### src/rtl/mls_pkg.sv
package mls_pkg;
  localparam int ADDR_W = 12;

  typedef enum logic [1:0] {
    PH_CGS  = 2'd0,
    PH_ILA  = 2'd1,
    PH_DATA = 2'd2
  } mls_phase_e;

  localparam logic [ADDR_W-1:0] ADR_COUNT   = 12'h004;
  localparam logic [ADDR_W-1:0] ADR_DISABLE = 12'h086;
  localparam logic [ADDR_W-1:0] ADR_RAW     = 12'h088;
endpackage

### src/rtl/mls_sync_bank.sv
module mls_sync_bank #(
  parameter int N      = 4,
  parameter int STAGES = 2
) (
  input  logic         clk,
  input  logic         rst_n,
  input  logic [N-1:0] pin_n,
  output logic [N-1:0] level_n
);
  genvar g;
  generate
    for (g = 0; g < N; g++) begin : g_link
      logic [STAGES-1:0] chain;
      always_ff @(posedge clk) begin
        if (!rst_n) chain <= '1;
        else        chain <= {chain[STAGES-2:0], pin_n[g]};
      end
      assign level_n[g] = chain[STAGES-1];
    end
  endgenerate
endmodule

### src/rtl/mls_combiner.sv
module mls_combiner #(
  parameter int N = 4
) (
  input  logic         clk,
  input  logic         rst_n,
  input  logic [N-1:0] level_n,
  input  logic [N-1:0] off_mask,
  output logic         req
);
  logic [N-1:0] live;

  always_comb live = ~level_n & ~off_mask;

  always_ff @(posedge clk) begin
    if (!rst_n) req <= 1'b0;
    else        req <= |live;
  end
endmodule

### src/rtl/mls_phase_fsm.sv
module mls_phase_fsm
  import mls_pkg::*;
#(
  parameter int ILA_MFRAMES = 4
) (
  input  logic       clk,
  input  logic       rst_n,
  input  logic       req,
  input  logic       mf_tick,
  output mls_phase_e phase
);
  localparam int CNT_W = $clog2(ILA_MFRAMES + 1);
  localparam logic [CNT_W-1:0] LAST = CNT_W'(ILA_MFRAMES - 1);

  mls_phase_e       st_q, st_d;
  logic [CNT_W-1:0] cnt_q, cnt_d;

  always_comb begin
    st_d  = st_q;
    cnt_d = cnt_q;
    unique case (st_q)
      PH_CGS: begin
        if (!req && mf_tick) begin
          st_d  = PH_ILA;
          cnt_d = '0;
        end
      end
      PH_ILA: begin
        if (req) begin
          st_d = PH_CGS;
        end else if (mf_tick) begin
          if (cnt_q == LAST) st_d = PH_DATA;
          else               cnt_d = cnt_q + 1'b1;
        end
      end
      PH_DATA: begin
        if (req) st_d = PH_CGS;
      end
      default: st_d = PH_CGS;
    endcase
  end

  always_ff @(posedge clk) begin
    if (!rst_n) begin
      st_q  <= PH_CGS;
      cnt_q <= '0;
    end else begin
      st_q  <= st_d;
      cnt_q <= cnt_d;
    end
  end

  assign phase = st_q;
endmodule

### src/rtl/mls_regs.sv
module mls_regs
  import mls_pkg::*;
#(
  parameter int N = 4
) (
  input  logic              clk,
  input  logic              rst_n,
  input  logic              wr,
  input  logic [ADDR_W-1:0] addr,
  input  logic [N-1:0]      wdata,
  input  logic [N-1:0]      raw_level,
  output logic [N-1:0]      off_mask,
  output logic [N-1:0]      rdata
);
  always_ff @(posedge clk) begin
    if (!rst_n)                          off_mask <= '0;
    else if (wr && addr == ADR_DISABLE)  off_mask <= wdata;
  end

  always_comb begin
    unique case (addr)
      ADR_DISABLE: rdata = off_mask;
      ADR_RAW:     rdata = raw_level;
      ADR_COUNT:   rdata = N[N-1:0];
      default:     rdata = '0;
    endcase
  end
endmodule

### src/rtl/mlink_sync_tx.sv
module mlink_sync_tx
  import mls_pkg::*;
#(
  parameter int NUM_LINKS   = 4,
  parameter int SYNC_STAGES = 2,
  parameter int ILA_MFRAMES = 4
) (
  input  logic                 clk,
  input  logic                 rst_n,
  input  logic [NUM_LINKS-1:0] sync_n,
  input  logic                 mf_tick,
  input  logic                 reg_wr,
  input  logic [11:0]          reg_addr,
  input  logic [NUM_LINKS-1:0] reg_wdata,
  output logic [NUM_LINKS-1:0] reg_rdata,
  output logic                 req_any,
  output logic [1:0]           phase
);
  logic [NUM_LINKS-1:0] raw_level;
  logic [NUM_LINKS-1:0] dis_mask;
  mls_phase_e           ph;

  mls_sync_bank #(.N(NUM_LINKS), .STAGES(SYNC_STAGES)) u_sync (
    .clk(clk), .rst_n(rst_n), .pin_n(sync_n), .level_n(raw_level)
  );

  mls_regs #(.N(NUM_LINKS)) u_regs (
    .clk(clk), .rst_n(rst_n), .wr(reg_wr), .addr(reg_addr),
    .wdata(reg_wdata), .raw_level(raw_level), .off_mask(dis_mask),
    .rdata(reg_rdata)
  );

  mls_combiner #(.N(NUM_LINKS)) u_comb (
    .clk(clk), .rst_n(rst_n), .level_n(raw_level), .off_mask(dis_mask),
    .req(req_any)
  );

  mls_phase_fsm #(.ILA_MFRAMES(ILA_MFRAMES)) u_fsm (
    .clk(clk), .rst_n(rst_n), .req(req_any), .mf_tick(mf_tick), .phase(ph)
  );

  assign phase = ph;
endmodule

### config.mk
export PLATFORM = sky130hd
export DESIGN_NAME = mlink_sync_tx
export DESIGN_NICKNAME = d
export VERILOG_FILES = /design/src/rtl/mls_pkg.sv /design/src/rtl/mls_sync_bank.sv /design/src/rtl/mls_combiner.sv /design/src/rtl/mls_phase_fsm.sv /design/src/rtl/mls_regs.sv /design/src/rtl/mlink_sync_tx.sv
export SDC_FILE = /design/constraint.sdc
export NUM_CORES = 1
export LEC_CHECK = 0
export BUFFER_PORTS_ARGS = -buffer_cell sky130_fd_sc_hd__buf_2
export CAP_MARGIN = 20
export CORE_MARGIN = 10
export CORE_UTILIZATION = 49
export DETAILED_ROUTE_END_ITERATION = 10
export GPL_TIMING_DRIVEN = 0
export PLACE_DENSITY = 0.91
export SYNTH_ARGS = -nofsm -noshare
export SYNTH_HDL_FRONTEND = slang
export SYNTH_SLANG_ARGS = --single-unit
export TNS_END_PERCENT = 20
### constraint.sdc
create_clock -name clk -period 3.6 [get_ports clk]
set_input_delay 0.72 -clock clk [delete_from_list [all_inputs] [get_ports clk]]
set_output_delay 0.72 -clock clk [all_outputs]
set_load 0.02 [all_outputs]
## Yosys cells after proc, flatten, opt, wreduce, memory -nomap -nowiden

Cells that the tools add are included.

| word-level totals | value |
|---|---|
| flip-flop bits (word level) | 18 |
| input bits | 24 |
| output and inout port bits | 7 |
| logic and storage cells | 45 |

| cells by class | value |
|---|---|
| add/sub/neg operators | 1 |
| equality and inequality tests | 13 |
| muxes and demuxes | 12 |
| bitwise logic cells | 3 |
| reduce and logical (&&, ||, !) cells | 8 |

Operator list:

| cell | count |
|---|---|
| equality test 12 x 8 -> 1 bit, second input constant | 2 |
| equality test 12 x 3 -> 1 bit, second input constant | 1 |
| 2-to-1 mux 3 bit | 4 |
| case mux 4 bit (3 select lines) | 1 |
| 2-to-1 mux 2 bit | 5 |
| inequality test 2 bit, second input constant | 4 |
| inverter 4 bit | 2 |
| case mux 2 bit (3 select lines) | 1 |
| case mux 3 bit (2 select lines) | 1 |
| AND reduction 5 bit | 1 |
| AND 4 bit | 1 |
| AND reduction 4 bit | 1 |
| OR reduction 4 bit | 1 |
| adder 3 x 1 -> 3 bit, second input constant | 1 |
| equality test 3 x 2 -> 1 bit, second input constant | 1 |
| inequality test 3 x 2 -> 1 bit, second input constant | 1 |
| inequality test 3 bit, second input constant | 1 |
| equality test 2 x 1 -> 1 bit, second input constant | 1 |
| equality test 2 bit, second input constant | 1 |
| logical AND 1 bit | 2 |
| zero test 2 bit | 1 |
| inequality test 2 x 1 -> 1 bit, second input constant | 1 |
| nonzero test 2 bit | 1 |
| zero test 1 bit | 1 |

## Depth between registers and ports, before layout

Gate-level depths: netlist of run 1.

| depth | value |
|---|---|
| word-level depth | 5 |
| gate-level depth with buffers | 5 |
| gate-level depth less buffers | 5 |

## By module

From an unflattened synthesis of run 1, not the netlist that was laid out.

| unflattened totals | value |
|---|---|
| cells, all modules | 87 |
| area total of the unflattened synthesis | 867.1 µm² |

Modules (own cells, without submodules):

| module | instances | cells an instance | area an instance (µm²) | sequential area each (µm²) |
|---|---|---|---|---|
| mls_regs | 1 | 36 | 320.3 | 80.1 |
| mls_phase_fsm | 1 | 27 | 266.5 | 100.1 |
| mls_sync_bank | 1 | 20 | 240.2 | 160.2 |
| mls_combiner | 1 | 4 | 40.0 | 20.0 |

## Worst setup path after synthesis of run 1

Ideal clock, no wire load.

| timing | value |
|---|---|
| path type | input-to-output |
| start point | in reg_addr[5] |
| end point | out reg_rdata[0] |
| arrival time | 1.594 ns |
| slack | 1.286 ns |
| stages | 3 |
| path buffers | 0 |
| cells stage by stage | nor4_1 nand3_1 nor2_1 |

| between the ends | value |
|---|---|
| longest elaborated chain between the ends | 2 |
| elaborated cells between the ends (all ways) | 4 |
| those cells by class | eq/ne: 3; mux: 1 |

RTL lines:

| element | RTL line | RTL |
|---|---|---|
| start, declared | mlink_sync_tx.sv:13 | `input logic [11:0] reg_addr,` |
| equality test 12 x 3 -> 1 bit or equality test 12 x 8 -> 1 bit (tied branches) | mls_regs.sv:21 | `unique case (addr)` |
| case mux 4 bit (3 select lines) (*) | mls_regs.sv:21 |  |
| end, declared | mlink_sync_tx.sv:15 | `output logic [NUM_LINKS-1:0] reg_rdata,` |

Mark *: on every way between the ends. The rest lies on a longest branch, timed or not.

## Worst setup path after layout of run 1

| timing | value |
|---|---|
| start point | in reg_addr[5] |
| end point | out reg_rdata[1] |

Same word-level chain as after synthesis.

==> flow_metrics.py, run 1 <==
metrics = {
    "routing": {
        "ant_nets": 0,
        "viasPerCell": 5.45,
        "drt-initial-drc-count": 13,
        "drt_first_pass_iters": 4,
        "drt-total-wl_um": 1740,
        "vias": 736,
        "routedWlPerCell_um": 12.9,
        "drc": 0,
    },
    "sta": {
        "drv_slew": 0,
        "fin_worst_skew_ps": 8.19,
        "setup_ws_ps": 1120,
        "max_freq_ghz": 0.404,
        "fin_crit_ps": 2480,
        "finalCritPeriodShare_pct": 68.8,
        "finalSetupTns_ps": 0,
        "setup_viol_count_final": 0,
        "rsz0062_at_grt": "no",
        "maxSlewHeadroom_pct": 69.5,
        "hold_viol_final": 0,
        "worst_pin_slew_ps": 454,
    },
    "critical_path": {
        "cp-start-kind": "input pin",
        "cp_max_fo": 3,
        "crit_type": "in2out",
        "endpoint_kind": "output pin",
        "cp_data_required_time_ps": 2880,
        "crit_arrival_ps": 1760,
        "regToRegSetupSlack_ps": 2040,
    },
    "logic_synthesis": {
        "yosys_warnings": 0,
        "syn_nets": 111,
        "synth-main-ff-cell": "dfxtp_1",
        "synth-seq-cells": 18,
        "synth_area_leader_cell": "dfxtp_1",
        "synthesis.area_um2": 777,
        "synthCells": 85,
        "yosysMostFrequentCell": "dfxtp_1",
        "synth_edf_count": 0,
        "ys_async_sr_fraction_pct": 0,
        "synthTopCellsByCount": "18 x dfxtp_1, 10 x nand2_1, 10 x nand2b_1",
        "avgSynthCellArea_um2": 9.14,
        "yosys-top-cells-area": "dfxtp_1 46%, nand2b_1 8.1%, mux2i_1 5.2%",
        "yosys.area.top_type_share_pct": 46.4,
        "seq_area_frac_synth_pct": 46.4,
        "synth.distinct_cells": 28,
    },
    "pwr": {
        "switching_power_uw": 78.9,
        "ir_drop_mv": 0.325,
        "seq_power_share_pct": 57.2,
        "p_per_area_nw_per_um2": 372,
        "internal_power_uw": 287,
        "p_leak_uw": 0.000451,
        "comb_power_share_pct": 10.3,
        "power.share.switching_pct": 21.5,
        "power.total_uw": 366,
        "p_clk_share_pct": 32.5,
    },
    "clock_network": {
        "clk-insertion-delay-late_ps": 290,
        "htreeDepth": 1,
        "root_buffer": "clkbuf_4",
        "cts.sinks": 18,
        "cts_hold_buf": 0,
        "cts_tree": "yes",
        "cts_buffers": 3,
        "cts_setup_buffers": 0,
        "cts_resized": 0,
        "cts.clk_slew.worst_paths_ps": 90,
        "clockBufferDepth": 2,
    },
    "global_routing": {
        "grt_usage_pct": 9.99,
        "grt_first_pass_wirelength_um": 2840,
        "overflow": 0,
        "grt_start_max_net_pins": 11,
        "antenna_found_initial": 0,
        "grt_pass1_vias": 686,
    },
    "finish": {
        "regArea_um2": 360,
        "multi_input_area_um2": 405,
        "drive_above_1_share_pct": 29.4,
        "nNetsFinal": 146,
        "diodes": 0,
        "area_delta_synth_final_pct": 26.6,
        "fillCellCount": 126,
    },
    "flow_run": {
        "cap_violations": 0,
    },
    "placed_design": {
        "portBuffers": 30,
        "pre_cts_ws_ps": 1100,
        "place_hpwl_um": 1430,
        "place_congestion": 0.765,
    },
    "floorplan": {
        "pin_count": 31,
        "dieHeight_um": 59.8,
        "die-area_um2": 3580,
        "row_count": 14,
        "core_region_area_um2": 1510,
        "die_w_um": 59.8,
        "initial_core_util_pct": 51.6,
    },
    "min_path": {
        "hp-class": "reg2reg",
    },
    "outcome": {
        "status": "completed",
    },
}
power groups by stage:
stage	sequential, uW	clock (uW)	combinational [uW]
floorplan	215	0	17.4
global placement	214	0	36.7
detailed placement	214	0	38.0
CTS	209	122	38.2
global route	210	130	42.7
finish	209	119	37.8
layer usage:
layer | up-vias | global-route usage (%) | wire length [um]
met2 | 26 | 16.0 | 757
met4 | 0 | 5.77 | 40
met5 | - | 0 | 0
met3 | 5 | 4.87 | 213
met1 | 332 | 10.3 | 724
li1 | 373 | - | -
critical path, stage by stage:
cell and delay, ps:
buf_2 90, nor4_1 440, nand3_1 200, nor2_1 130
buf_2 170
layout by cell type (no fill, tap or decap):
cell type  Yosys  final
nand4_1        1      1
inv_1          1      1
clkbuf_4       0      3
and3_1         2      2
dfxtp_1       18     18
o21a_1         1      1
a21oi_1        2      2
o22ai_1        2      2
o21ai_0        5      5
buf_2          0     30
a21boi_1       2      2
nand2_1       10     10
nor2b_1        1      1
nand3_1        3      3
nor3b_1        1      1
or3b_4         1      1
and3b_1        1      1
or4b_1         2      2
or3_1          1      1
a21boi_0       1      1
mux2i_1        4      4
nand2b_1      10     10
and2_1         1      1
nor3_1         1      1
nor2_1         4      4
nor4_1         2      2
clkbuf_8       0      1
clkbuf_1       2      2
a22oi_1        3      3
nand3b_1       1      1
ha_1           2      2
registers in the layout, summed over array words and instances, names as in the netlist:
| name | count |
|---|---|
| u_sync.g_link.chain | 8 |
| u_regs.off_mask | 4 |
| u_fsm.cnt_q | 3 |
| u_fsm.phase | 2 |
| u_comb.req | 1 |
worst paths after layout:
| path | start | cells after the start | to |
|---|---|---|---|
| hold / removal | u_sync.g_link[0].chain[0] | 1 | u_sync.g_link[0].chain[1] |
| hold reg to reg | u_sync.g_link[0].chain[0] | 1 | u_sync.g_link[0].chain[1] |
| setup / recovery | reg_addr[5] | 5 | reg_rdata[1] |
| setup reg to reg | u_fsm.cnt_q[0] | 5 | u_fsm.cnt_q[1] |
cell families (layout without fill, tap and decap cells):
kind of cell	after synthesis	after routing	synth area share (%)
buffers and inverters	3	37	1.45
flip-flops	18	18	46.4
multiplexers	4	4	5.15
adder cells (fa/ha/maj)	2	2	3.22
AO/OA/AOI/OAI	16	16	12.9
AND/OR/NAND/NOR	42	42	30.9
final cells by class:
| type | instances | area share [%] |
|---|---|---|
| plain buffers | 2 | 0.763 |
| clock buffers | 4 | 3.69 |
| inverters | 1 | 0.382 |
| multi-input cells | 64 | 41.2 |
| flip-flops and latches | 18 | 36.6 |
| well taps | 16 | 2.04 |
| repair buffers | 30 | 15.3 |
through the flow:
step / instances / instance area (um2) / hold slack [ps] / util [%]
2_1_floorplan: 85 / 777 / 386 / -
3_3_place_gp: 131 / 947 / 390 / 62.9
3_5_place_dp: 131 / 947 / 391 / 62.9
4_1_cts: 135 / 983 / 413 / 65.3
5_1_grt: 135 / 983 / 430 / 65.3
6_report: 135 / 983 / 411 / 65.3
Note: power is estimated with default switching activity, not from simulation.
==> inputs of run 2 (changes only) <==
--- a/config.mk
+++ b/config.mk
@@ -8,10 +8,10 @@
 export BUFFER_PORTS_ARGS = -buffer_cell sky130_fd_sc_hd__buf_2
 export CAP_MARGIN = 20
 export CORE_MARGIN = 10
-export CORE_UTILIZATION = 49
+export CORE_UTILIZATION = 41
 export DETAILED_ROUTE_END_ITERATION = 10
 export GPL_TIMING_DRIVEN = 0
-export PLACE_DENSITY = 0.91
+export PLACE_DENSITY = 0.82
 export SYNTH_ARGS = -nofsm -noshare
 export SYNTH_HDL_FRONTEND = slang
 export SYNTH_SLANG_ARGS = --single-unit
==> constraint.sdc (replaced) <==
create_clock -name clk -period 2.1 [get_ports clk]
set_input_delay 0.42 -clock clk [delete_from_list [all_inputs] [get_ports clk]]
set_output_delay 0.42 -clock clk [all_outputs]
set_load 0.02 [all_outputs]
==> run 2 against run 1 <==
Effect of this change:
- critical endpoint is now reg_rdata[3]
- largest power group unchanged
- worst hold slack worse by 95 ps
- final area increased by 1.1%
- final cell count grew 6.7%
- register-to-register slack worse by 1500 ps
- routed wire length rose by 5.6%
- critical path depth unchanged
==> flow_metrics.py, run 2 (same netlist as run 1, synthesis figures left out) <==
metrics = {
    "outcome": {
        "status": "completed",
    },
    "critical_path": {
        "crit_slowest_cell": "nor4_1",
        "max_stage_delay_ps": 420,
        "cp_max_fo": 3,
        "endpoint_kind": "output pin",
        "cp_common_cell": "buf_2",
        "crit_arrival_ps": 1430,
        "crit_type": "in2out",
        "cp-start-kind": "input pin",
        "cp_data_required_time_ps": 1680,
        "path_cells": "buf_2 -> nor4_1 -> nand3_1 -> nor2_1 -> buf_2",
    },
    "sta": {
        "fin_worst_skew_ps": 6.06,
        "max_freq_ghz": 0.542,
        "fin_crit_ps": 1850,
        "maxSlewHeadroom_pct": 71.5,
        "drv_slew": 0,
        "finalCritPeriodShare_pct": 87.9,
        "rsz0062_at_grt": "no",
        "finalSetupTns_ps": 0,
        "hold_viol_final": 0,
        "worst_pin_slew_ps": 424,
        "setup_viol_count_final": 0,
    },
    "floorplan": {
        "pin_count": 31,
        "dieHeight_um": 63.5,
        "die-area_um2": 4040,
        "row_count": 15,
        "die_w_um": 63.5,
        "core_region_area_um2": 1760,
        "initial_core_util_pct": 44.0,
    },
    "clock_network": {
        "cts.sinks": 18,
        "cts_buffers": 3,
        "clockBufferDepth": 2,
        "root_buffer": "clkbuf_4",
        "clk-insertion-delay-late_ps": 280,
        "cts_hold_buf": 0,
        "cts_tree": "yes",
        "cts_setup_buffers": 0,
        "htreeDepth": 1,
        "cts_resized": 0,
        "cts.clk_slew.worst_paths_ps": 90,
    },
    "min_path": {
        "hp-class": "in2reg",
    },
    "routing": {
        "routedWlPerCell_um": 12.7,
        "drt-total-wl_um": 1830,
        "viasPerCell": 4.98,
        "drt_first_pass_iters": 4,
        "vias": 717,
        "drc": 0,
        "ant_nets": 0,
        "drt-initial-drc-count": 6,
    },
    "global_routing": {
        "grt_usage_pct": 9.22,
        "overflow": 0,
        "grt_start_max_net_pins": 11,
        "antenna_found_initial": 0,
        "grt_first_pass_wirelength_um": 3150,
        "grt_pass1_vias": 747,
    },
    "finish": {
        "nNetsFinal": 146,
        "final_util_pct": 56.4,
        "final_common_cell": "buf_2",
        "regMostFlops": "u_sync.g_link.chain",
        "area_delta_synth_final_pct": 28.0,
        "diodes": 0,
        "reg.largest.list": "u_sync.g_link.chain (8), u_regs.off_mask (4), u_fsm.cnt_q (3)",
        "fillCellCount": 170,
        "layout_common_cells": "30 x buf_2, 18 x dfxtp_1, 10 x nand2_1, 10 x nand2b_1, 5 x o21ai_0",
        "largest_reg_flops": 8,
        "drive_above_1_share_pct": 29.4,
    },
    "placed_design": {
        "place_hpwl_um": 1560,
        "portBuffers": 30,
        "place_congestion": 0.742,
    },
    "pwr": {
        "p_per_area_nw_per_um2": 629,
        "power.share.switching_pct": 21.3,
        "p_clk_share_pct": 32.2,
        "comb_power_share_pct": 10.4,
        "seq_power_share_pct": 57.4,
        "p_leak_uw": 0.000451,
        "ir_drop_mv": 0.502,
        "internal_power_uw": 493,
        "switching_power_uw": 133,
    },
    "flow_run": {
        "cap_violations": 0,
    },
}
run 2: critical path, delay by kind of cell:
kind | cells | cell delay, ps
and+or+nand+nor | 3 | 730
buffers and inverters | 2 | 280
run 2: power groups by stage:
stage | clock [uW] | combinational (uW) | sequential [uW]
global route | 228 | 72.8 | 361
global placement | 0 | 63.2 | 366
CTS | 211 | 65.6 | 359
detailed placement | 0 | 65.4 | 367
floorplan | 0 | 29.8 | 369
finish | 202 | 65.1 | 359
run 2: final timing paths:
check | from | endpoint | slack, ps | depth (start not counted)
max | reg_addr[5] | reg_rdata[3] | 250 | 5
min | sync_n[1] | u_sync.g_link[1].chain[0] | 320 | 2
max reg2reg | u_fsm.cnt_q[0] | u_fsm.cnt_q[1] | 540 | 5
min reg2reg | u_sync.g_link[0].chain[0] | u_sync.g_link[0].chain[1] | 410 | 1
run 2: metrics by stage:
step           worst slack (ps)  instance area [um2]  power, uW  hold WS, ps  std cells
5_1_grt                     140                  995        662          303        144
3_3_place_gp                255                  958        429          388        140
4_1_cts                     249                  995        635          307        144
6_report                    254                  995        626          317        144
2_1_floorplan               386                  777        399          386         85
3_5_place_dp                253                  958        433          394        140
run 2: layer usage:
| metal | global-route usage, % | up-vias | part of all wire, % |
|---|---|---|---|
| li1 | - | 369 | - |
| met1 | 9.22 | 336 | 40 |
| met2 | 17.6 | 10 | 57 |
| met3 | 3.53 | 2 | 3.3 |
| met4 | 1.64 | 0 | 0.27 |
| met5 | 0 | - | 0 |
run 2: layout make-up:
class	count	area [um2]	area share, %
Tap cell	25	31.3	3.14
Timing Repair Buffer	30	150	15.1
Sequential cell	18	360	36.2
Clock buffer	4	36.3	3.65
Inverter	1	3.75	0.377
Buffer	2	7.51	0.755
Multi-Input combinational cell	64	405	40.8
